<file path="src/rtl/ivc_pkg.sv">
package ivc_pkg;
  typedef logic [15:0] addr_t;

  localparam int CAUSE_POR   = 0;
  localparam int CAUSE_PIN   = 1;
  localparam int CAUSE_WDT   = 2;
  localparam int CAUSE_KEY   = 3;
  localparam int CAUSE_FETCH = 4;

  function automatic addr_t lvl_vec(addr_t base, int unsigned lvl);
    return base + addr_t'(lvl * 2);
  endfunction
endpackage

</file>
<file path="src/rtl/ivc_pending.sv">
module ivc_pending #(
  parameter int N_LVL = 16,
  parameter int N_NMI = 3,
  localparam int N_MASK = N_LVL - 2
) (
  input  logic [N_MASK-1:0] irq_req_i,
  input  logic [N_MASK-1:0] irq_en_i,
  input  logic              gie_i,
  input  logic [N_NMI-1:0]  nmi_flag_i,
  input  logic [N_NMI-1:0]  nmi_en_i,
  input  logic              rst_pend_i,
  output logic [N_LVL-1:0]  pend_o
);
  // fully maskable levels
  for (genvar i = 0; i < N_MASK; i++) begin : g_mask
    assign pend_o[i] = irq_req_i[i] & irq_en_i[i] & gie_i;
  end
  // global enable does not gate level N_LVL-2
  assign pend_o[N_LVL-2] = |(nmi_flag_i & nmi_en_i);
  assign pend_o[N_LVL-1] = rst_pend_i;
endmodule

</file>
<file path="src/rtl/ivc_arbiter.sv">
module ivc_arbiter import ivc_pkg::*; #(
  parameter int    N_LVL    = 16,
  parameter addr_t VEC_BASE = 16'hFFE0,
  localparam int   N_MASK   = N_LVL - 2,
  localparam int   LW       = $clog2(N_LVL),
  parameter logic [N_MASK-1:0] MULTI_SRC = '0
) (
  input  logic              clk_i,
  input  logic              rst_ni,
  input  logic [N_LVL-1:0]  pend_i,
  input  logic              ack_i,
  output logic              valid_o,
  output logic [LW-1:0]     level_o,
  output addr_t             vec_o,
  output logic              gie_clr_o,
  output logic [N_MASK-1:0] flag_clr_o,
  output logic              rst_ack_o
);
  logic              valid_q, dead_q, gie_clr_q;
  logic [LW-1:0]     level_q, win;
  logic [N_MASK-1:0] flag_clr_q;
  logic              any_pend;

  assign any_pend = |pend_i;

  // last match wins, so the highest index takes priority
  always_comb begin
    win = '0;
    for (int i = 0; i < N_LVL; i++)
      if (pend_i[i]) win = LW'(i);
  end

  always_ff @(posedge clk_i or negedge rst_ni) begin
    if (!rst_ni) begin
      valid_q    <= 1'b0;
      level_q    <= '0;
      dead_q     <= 1'b0;
      gie_clr_q  <= 1'b0;
      flag_clr_q <= '0;
    end else begin
      dead_q     <= 1'b0;
      gie_clr_q  <= 1'b0;
      flag_clr_q <= '0;
      if (valid_q) begin
        if (ack_i) begin
          valid_q <= 1'b0;
          dead_q  <= 1'b1;
          for (int i = 0; i < N_MASK; i++)
            if (level_q == LW'(i)) begin
              gie_clr_q     <= 1'b1;
              flag_clr_q[i] <= ~MULTI_SRC[i];
            end
        end
      end else if (any_pend && !dead_q) begin
        valid_q <= 1'b1;
        level_q <= win;
      end
    end
  end

  assign valid_o    = valid_q;
  assign level_o    = level_q;
  assign vec_o      = lvl_vec(VEC_BASE, 32'(level_q));
  assign gie_clr_o  = gie_clr_q;
  assign flag_clr_o = flag_clr_q;
  assign rst_ack_o  = valid_q && ack_i && (level_q == LW'(N_LVL - 1));


  hold_until_ack_chk: assert property (@(posedge clk_i) disable iff (!rst_ni)
    valid_q && !ack_i |=> valid_q && $stable(level_q));

  gie_clr_after_ack_chk: assert property (@(posedge clk_i) disable iff (!rst_ni)
    gie_clr_q |-> $past(ack_i) && !valid_q);

  flag_clr_onehot_chk: assert property (@(posedge clk_i) disable iff (!rst_ni)
    $onehot0(flag_clr_q) && (!(|flag_clr_q) || gie_clr_q));

  reset_wins_chk: assert property (@(posedge clk_i) disable iff (!rst_ni)
    $rose(valid_q) && $past(pend_i[N_LVL-1]) |-> level_q == LW'(N_LVL - 1));
endmodule

</file>
<file path="src/rtl/ivc_rst_ctl.sv">
module ivc_rst_ctl import ivc_pkg::*; #(
  parameter int    N_SRC   = 4,
  parameter addr_t PROT_HI = 16'h01FF,
  parameter addr_t ERASED  = 16'hFFFF,
  localparam int   CW      = N_SRC + 1
) (
  input  logic          clk_i,
  input  logic          rst_ni,
  input  logic [N_SRC-1:0] rst_src_i,
  input  logic          fetch_valid_i,
  input  addr_t         fetch_addr_i,
  input  logic          cause_clr_i,
  input  logic          rst_ack_i,
  input  logic          rv_valid_i,
  input  addr_t         rv_data_i,
  output logic          rst_pend_o,
  output logic          rst_req_o,
  output logic [CW-1:0] cause_o,
  output logic          sleep_o,
  output logic          run_o
);
  logic          fetch_hit, pend_q, req_q, boot_q, sleep_q;
  logic [CW-1:0] ev, cause_q;

  assign fetch_hit = fetch_valid_i && (fetch_addr_i <= PROT_HI);
  assign ev        = {fetch_hit, rst_src_i};

  always_ff @(posedge clk_i or negedge rst_ni) begin
    if (!rst_ni) begin
      cause_q <= '0;
      pend_q  <= 1'b0;
      req_q   <= 1'b0;
      boot_q  <= 1'b1;
      sleep_q <= 1'b0;
    end else begin
      // a new event beats a clear in the same cycle
      cause_q <= (cause_clr_i ? '0 : cause_q) | ev;
      pend_q  <= (|ev) | (pend_q & ~rst_ack_i);
      req_q   <= fetch_hit;
      if (boot_q && rv_valid_i) begin
        boot_q  <= 1'b0;
        sleep_q <= (rv_data_i == ERASED);
      end
    end
  end

  assign rst_pend_o = pend_q;
  assign rst_req_o  = req_q;
  assign cause_o    = cause_q;
  assign sleep_o    = sleep_q;
  assign run_o      = !boot_q && !sleep_q;


  fetch_reset_chk: assert property (@(posedge clk_i) disable iff (!rst_ni)
    fetch_hit |=> rst_req_o && cause_q[CAUSE_FETCH] && pend_q);

  cause_sticky_chk: assert property (@(posedge clk_i) disable iff (!rst_ni)
    !cause_clr_i |=> (cause_q & $past(cause_q)) == $past(cause_q));

  boot_once_chk: assert property (@(posedge clk_i) disable iff (!rst_ni)
    !boot_q |=> !boot_q && $stable(sleep_q));
endmodule

</file>
<file path="src/rtl/int_vec_ctrl.sv">
module int_vec_ctrl import ivc_pkg::*; #(
  parameter int    N_LVL    = 16,
  parameter int    N_NMI    = 3,
  parameter int    N_SRC    = 4,
  parameter addr_t VEC_BASE = 16'hFFE0,
  parameter addr_t PROT_HI  = 16'h01FF,
  parameter addr_t ERASED   = 16'hFFFF,
  localparam int   N_MASK   = N_LVL - 2,
  localparam int   LW       = $clog2(N_LVL),
  parameter logic [N_MASK-1:0] MULTI_SRC = 14'h13BE
) (
  input  logic              clk_i,
  input  logic              rst_ni,
  input  logic [N_SRC-1:0]  rst_src_i,
  input  logic              fetch_valid_i,
  input  logic [15:0]       fetch_addr_i,
  input  logic [N_NMI-1:0]  nmi_flag_i,
  input  logic [N_NMI-1:0]  nmi_en_i,
  input  logic [N_MASK-1:0] irq_req_i,
  input  logic [N_MASK-1:0] irq_en_i,
  input  logic              gie_i,
  input  logic              ack_i,
  input  logic              rv_valid_i,
  input  logic [15:0]       rv_data_i,
  input  logic              cause_clr_i,
  output logic              irq_valid_o,
  output logic [LW-1:0]     irq_level_o,
  output logic [15:0]       vec_addr_o,
  output logic              gie_clr_o,
  output logic [N_MASK-1:0] flag_clr_o,
  output logic              rst_req_o,
  output logic [N_SRC:0]    cause_o,
  output logic              sleep_o,
  output logic              run_o
);
  logic [N_LVL-1:0] pend;
  logic             rst_pend, rst_ack;

  ivc_rst_ctl #(.N_SRC(N_SRC), .PROT_HI(PROT_HI), .ERASED(ERASED)) u_rst (
    .clk_i, .rst_ni, .rst_src_i, .fetch_valid_i, .fetch_addr_i, .cause_clr_i,
    .rst_ack_i(rst_ack), .rv_valid_i, .rv_data_i,
    .rst_pend_o(rst_pend), .rst_req_o, .cause_o, .sleep_o, .run_o);

  ivc_pending #(.N_LVL(N_LVL), .N_NMI(N_NMI)) u_pend (
    .irq_req_i, .irq_en_i, .gie_i, .nmi_flag_i, .nmi_en_i,
    .rst_pend_i(rst_pend), .pend_o(pend));

  ivc_arbiter #(.N_LVL(N_LVL), .VEC_BASE(VEC_BASE), .MULTI_SRC(MULTI_SRC)) u_arb (
    .clk_i, .rst_ni, .pend_i(pend), .ack_i,
    .valid_o(irq_valid_o), .level_o(irq_level_o), .vec_o(vec_addr_o),
    .gie_clr_o, .flag_clr_o, .rst_ack_o(rst_ack));


  maskable_needs_gie_chk: assert property (@(posedge clk_i) disable iff (!rst_ni)
    $rose(irq_valid_o) && (32'(irq_level_o) < N_MASK) |-> $past(gie_i));

  nmi_needs_enable_chk: assert property (@(posedge clk_i) disable iff (!rst_ni)
    $rose(irq_valid_o) && irq_level_o == LW'(N_LVL - 2) |-> $past(|(nmi_flag_i & nmi_en_i)));
endmodule

</file>
<file path="config.mk">
export PLATFORM = sky130hd
export DESIGN_NAME = int_vec_ctrl
export DESIGN_NICKNAME = d
export VERILOG_FILES = /design/src/rtl/ivc_pkg.sv /design/src/rtl/ivc_pending.sv /design/src/rtl/ivc_arbiter.sv /design/src/rtl/ivc_rst_ctl.sv /design/src/rtl/int_vec_ctrl.sv
export SDC_FILE = /design/constraint.sdc
export NUM_CORES = 1
export LEC_CHECK = 0
export BUFFER_PORTS_ARGS = -buffer_cell sky130_fd_sc_hd__buf_2
export CAP_MARGIN = 20
export CELL_PAD_IN_SITES_DETAIL_PLACEMENT = 1
export CELL_PAD_IN_SITES_GLOBAL_PLACEMENT = 1
export CORE_ASPECT_RATIO = 0.75
export CORE_UTILIZATION = 23
export DETAILED_ROUTE_END_ITERATION = 10
export PLACE_DENSITY = 0.8
export SETUP_SLACK_MARGIN = 0.3
export SLEW_MARGIN = 20
export SYNTH_ARGS = -nofsm -noshare
export SYNTH_HDL_FRONTEND = slang
export SYNTH_SLANG_ARGS = --single-unit
</file>
<file path="constraint.sdc">
create_clock -name clk_i -period 1.78 [get_ports clk_i]
set_clock_uncertainty 0.15 [all_clocks]
set_input_delay 0.356 -clock clk_i [delete_from_list [all_inputs] [get_ports clk_i]]
set_output_delay 0.356 -clock clk_i [all_outputs]
set_load 0.1 [all_outputs]
</file>
Word level (Yosys, flattened, before mapping)

Index checks and enable logic that the tools add are counted.

Add/sub/neg operators: 1
Multipliers: 0
Div/mod/pow operators: 0
Order comparisons: 1
Equality and inequality tests: 15
Shift operators: 0
Mux-type cells: 43
Bitwise gates (word level): 34
Reduce and logical (&&, ||, !) cells: 14

Operators by type and width:

| kind                                                                   | count |
|---|---|
| 4-bit two-way mux                                                      | 14 |
| 1-bit bitwise AND                                                      | 29 |
| 4-bit == test, second input constant                                   | 7 |
| 14-bit two-way mux                                                     | 2 |
| 1-bit two-way mux                                                      | 26 |
| 18-bit OR reduction                                                    | 1 |
| 16-bit == test, second input constant                                  | 1 |
| 4-bit by 3-bit == test with 1-bit output, second input constant        | 4 |
| 16-bit by 9-bit <= comparator with 1-bit output, second input constant | 1 |
| 4-bit by 2-bit == test with 1-bit output, second input constant        | 2 |
| 6-bit by 6-bit adder with 7-bit output, first input constant           | 1 |
| 1-bit logical AND                                                      | 6 |
| 5-bit two-way mux                                                      | 1 |
| 5-bit bitwise OR                                                       | 1 |
| 5-bit OR reduction                                                     | 1 |
| 4-bit by 1-bit == test with 1-bit output, second input constant        | 1 |
| 4-bit zero test                                                        | 1 |
| 3-bit bitwise AND                                                      | 1 |
| 1-bit zero test                                                        | 3 |
| 3-bit OR reduction                                                     | 1 |
| 1-bit NOT                                                              | 2 |
| 2-bit AND reduction                                                    | 1 |
| 1-bit bitwise OR                                                       | 1 |

Register bits after elaboration: 30
Latch bits: 0
Bits in writable memories: 0
Bits in read-only memories: 0
Output and inout bits: 44
Word-level logic and storage cells: 118
Memories kept: 0

Longest topological paths before layout

Depth in word-level cells: 17
Gate-level depth with buffers: 6
Gate-level depth less buffers: 6

By module

Synthesis repeated with hierarchy kept, for this count alone.

Cells, all modules: 139
Area total of the unflattened synthesis: 1281.2 um^2

Modules (own cells, without submodules):

| module      | times used | cells each | area each (um^2) |
|---|---|---|---|
| ivc_arbiter | 1          | 88         | 800.8 |
| ivc_rst_ctl | 1          | 33         | 364.1 |
| ivc_pending | 1          | 18         | 116.4 |

Least setup slack after synthesis

No wires, ideal clock.

Path kind: register -> output
From: register u_rst.sleep_q, in the netlist u_rst.sleep_o
To: output run_o
Arrival time: 2.152 ns
Slack: -0.878 ns
Stages on the path, launching flop included: 2
Cell sequence: dfrtp_1 > nor2_1

Word-level cells in the longest chain between the ends: 2

Ends and longest elaborated chain:

| what                   | line               | text |
|---|---|---|
| from (decl)            | ivc_rst_ctl.sv:22  | `logic fetch_hit, pend_q, req_q, boot_q, sleep_q;` |
| from (signal assigned) | ivc_rst_ctl.sv:42  | `sleep_q <= (rv_data_i == ERASED);` |
| 1-bit zero test        | ivc_rst_ctl.sv:51  | `assign run_o = !boot_q && !sleep_q;` |
| 1-bit logical AND      | ivc_rst_ctl.sv:51  |  |
| to (decl)              | int_vec_ctrl.sv:34 | `output logic run_o` |

No other way between the ends.

Worst setup path in the final report

From: input nmi_flag_i[0]
To: register u_arb.level_q[1], in the netlist u_arb.level_o[1]

Word-level cells in the longest chain between the ends: 4

Ends and longest elaborated chain:

| what                                                                      | line                                 | text |
|---|---|---|
| from (decl)                                                               | int_vec_ctrl.sv:17                   | `input logic [N_NMI-1:0] nmi_flag_i,` |
| 3-bit bitwise AND (*)                                                     | ivc_pending.sv:19                    | `assign pend_o[N_LVL-2] = \|(nmi_flag_i & nmi_en_i);` |
| 18-bit OR reduction or 3-bit OR reduction (tied branches)                 | ivc_arbiter.sv:24, ivc_pending.sv:19 |  |
| 1-bit logical AND or 4-bit two-way mux (tied branches)                    | ivc_arbiter.sv:54, ivc_arbiter.sv:30 |  |
| 2-bit AND reduction (no source line) or 4-bit two-way mux (tied branches) | -                                    |  |
| to (signal assigned)                                                      | ivc_arbiter.sv:56                    | `level_q <= win;` |
| to (decl)                                                                 | ivc_arbiter.sv:20                    | `logic [LW-1:0] level_q, win;` |

Mark *: on every way between the ends. The rest lies on a longest branch, timed or not.
A chain may end at the register's enable or synchronous reset.

==> flow_summary.ini <==
[place]
post-place-ws_ps = -299
place.port_buffers = 90
place_congestion = 0.797
dpl_cell_area_sq_mm = 0.00175
dp_hpwl_microns = 3120
dp.cells = 299

[sta]
setup_viol = 2
period_needed_ps = 1790
rsz0062_at_grt = yes
min_period_over_period = 1.01
whs_ps = 68.9
hold_viol_final = 0
worst_slack_ps = -11.2
fmax_ghz = 0.558
finalMaxSlewViolations = 0
tns_ps = -17.0

[outcome]
failed_checks = setup timing
status = finished with violations

[detailed_routing]
via_count = 1360
drcViolationCount = 0
routedWlPerCell_microns = 12.7
routed_wl_microns = 3970
final_antenna_net_count = 0
first_iter_violations = 38
wl_met2_microns = 2160
highest_layer = met4
dr.pass1.iters = 6
wl_met3_microns = 196
via_per_inst = 4.35
m1WireLength_microns = 1540

[floorplanning]
fp.dieW_microns = 86.4
start_util = 0.245
die_area_sq_mm = 0.00564
ios = 121
core_sq_mm = 0.00501
num_rows = 22
die_y_microns = 65.3

[final_layout]
final_cells = 313
drive_gt1_frac = 0.539
design_area_sq_mm = 0.00210
n_antenna_cell = 0
post-route-util = 0.419
layout.nets = 319
fill_cells = 621
syn_to_final_growth_pct = 71.2

[cts]
cts_root_buf = clkbuf_8
cts_buffers = 3
cts_tree = built
clock-sinks = 21
clk_pin_slew_ps = 80
clkLatencyLatePin_ps = 260
htree_levels = 1
clockBufferDepth = 2

[synthesis]
synth_area_sq_mm = 0.00123
synth-seq-cells = 21
synthCells = 133
synth_seq_area_share = 0.429
synth_top_area_share = 0.408
synth_area_per_cell_sq_um = 9.23
synthTopCellsByArea = dfrtp_1 (41%), buf_4 (15%), nand2_1 (6.7%)
yosysWarnings = 0
yosysTopAreaCell = dfrtp_1
yosysUniqueCellTypes = 34

[setup_path]
critPathLaunchType = input port
cp_data_required_time_ps = 1800
worst-path-max-fanout = 4
crit_type = in2reg
worstPathArrival_ps = 1810
endpoint_kind = flip-flop

[pwr]
p_leak_nw = 1.07
vdd_drop_max_uv = 430
cellPowerDensity_mw_per_mm2 = 1340
power_mw = 2.81

[hold_path]
min_path_type = in2reg

[grt]
grtUsageTotal = 0.142
grt_overflow_total = 0
grt_max_degree = 22
grt_pass1_wl_microns = 6210
grt_pass1_vias = 1383
antenna_found_initial = 0

[job]
maxCapViolations = 0
[flip-flops by register name, indices dropped and copies added (netlist names)]
name / count
u_rst.rst_req_o: 1
u_rst.boot_q: 1
u_arb.valid_o: 1
u_arb.gie_clr_o: 1
u_arb.level_o: 4
u_arb.flag_clr_o: 5
u_rst.sleep_o: 1
u_rst.rst_pend_o: 1
u_arb.dead_q: 1
u_rst.cause_o: 5
[power breakdown]
| group | switching, mW | internal [mW] | total (mW) |
|---|---|---|---|
| logic | 1.24 | 0.562 | 1.81 |
| clock network | 0.150 | 0.156 | 0.306 |
| registers | 0.111 | 0.583 | 0.695 |
[worst max-delay path, cell delays in order]
cell and delay (ps):
buf_6 90, a222oi_1 400, nand2b_1 180, a2111oi_4 290, a311o_1 340, nand2_1 70, o21ai_0 90
[cell usage after synthesis (all sizes together)]
master,count
nand2,22
a32o,1
o31a,1
dfstp,1
o21ai,8
a2111oi,1
a211oi,1
o211ai,1
a31oi,2
a21o,5
a21oi,5
o21ba,1
nand3,5
or4,1
nand2b,2
a41oi,1
a311o,1
or3,1
a222oi,1
a22oi,1
a22o,2
nor4,2
buf,25
nand4,6
nor4b,2
nor2,1
dfrtp,20
inv,6
nor2b,1
conb,2
nor3,3
nor3b,1
[worst paths after layout]
check | from | endpoint | slack, ps | cells after the start
setup reg to reg | u_rst.rst_pend_o | u_arb.level_o[1] | 150 | 5
min in group asynchronous | rst_ni | u_arb.flag_clr_o[0] | 420 | 2
hold reg to reg | u_rst.cause_o[0] | u_rst.cause_o[0] | 330 | 1
hold / removal | rv_valid_i | u_rst.boot_q | 70 | 2
setup / recovery | nmi_flag_i[0] | u_arb.level_o[1] | -10 | 7
max in group asynchronous | rst_ni | u_arb.level_o[0] | 690 | 2
[kinds of logic after synthesis]
group,Yosys count,share of synthesized area
AO/OA/AOI/OAI,32,0.203
AND/OR/NAND/NOR,47,0.191
other,2,0.00612
buffers and inverters,31,0.171
flip-flops,21,0.429
[cell type report]
| type | instances | area [sq um] | share of cell area |
|---|---|---|---|
| clock buffers | 3 | 41.3 | 0.0197 |
| inverters | 6 | 22.5 | 0.0107 |
| clock inverters | 1 | 5.00 | 0.00238 |
| flip-flops and latches | 21 | 547 | 0.260 |
| multi-input cells | 101 | 599 | 0.285 |
| repair buffers | 109 | 796 | 0.379 |
| well taps | 72 | 90.1 | 0.0429 |
[cells in the final DEF (no fill, tap or decap), types with 3 or more instances in the layout]
| cell type | count |
|---|---|
| buf_2 | 66 |
| buf_4 | 28 |
| nand2_1 | 22 |
| conb_1 | 21 |
| dfrtp_1 | 14 |
| buf_12 | 10 |
| nand4_1 | 6 |
| nand3_1 | 5 |
| a21o_1 | 5 |
| o21ai_0 | 5 |
| dfrtp_4 | 5 |
| inv_1 | 4 |
| buf_6 | 4 |
| a21oi_1 | 3 |
| clkbuf_8 | 3 |
[metal layers]
metal	up-vias	global-route usage
li1	649	-
met1	647	0.155
met2	56	0.282
met3	8	0.0201
met4	0	0.0479
met5	-	0
[repair_timing]
action                                  CTS  global route
cloned                                    1             0
hold buffers                              1             0
setup buffers                             7             1
endpoints found under the hold margin    20             0
gates resized for setup                  48            17
endpoints found under the setup margin   28            17
pin swaps                                 5             4
Power figures use the tool's default switching activity.
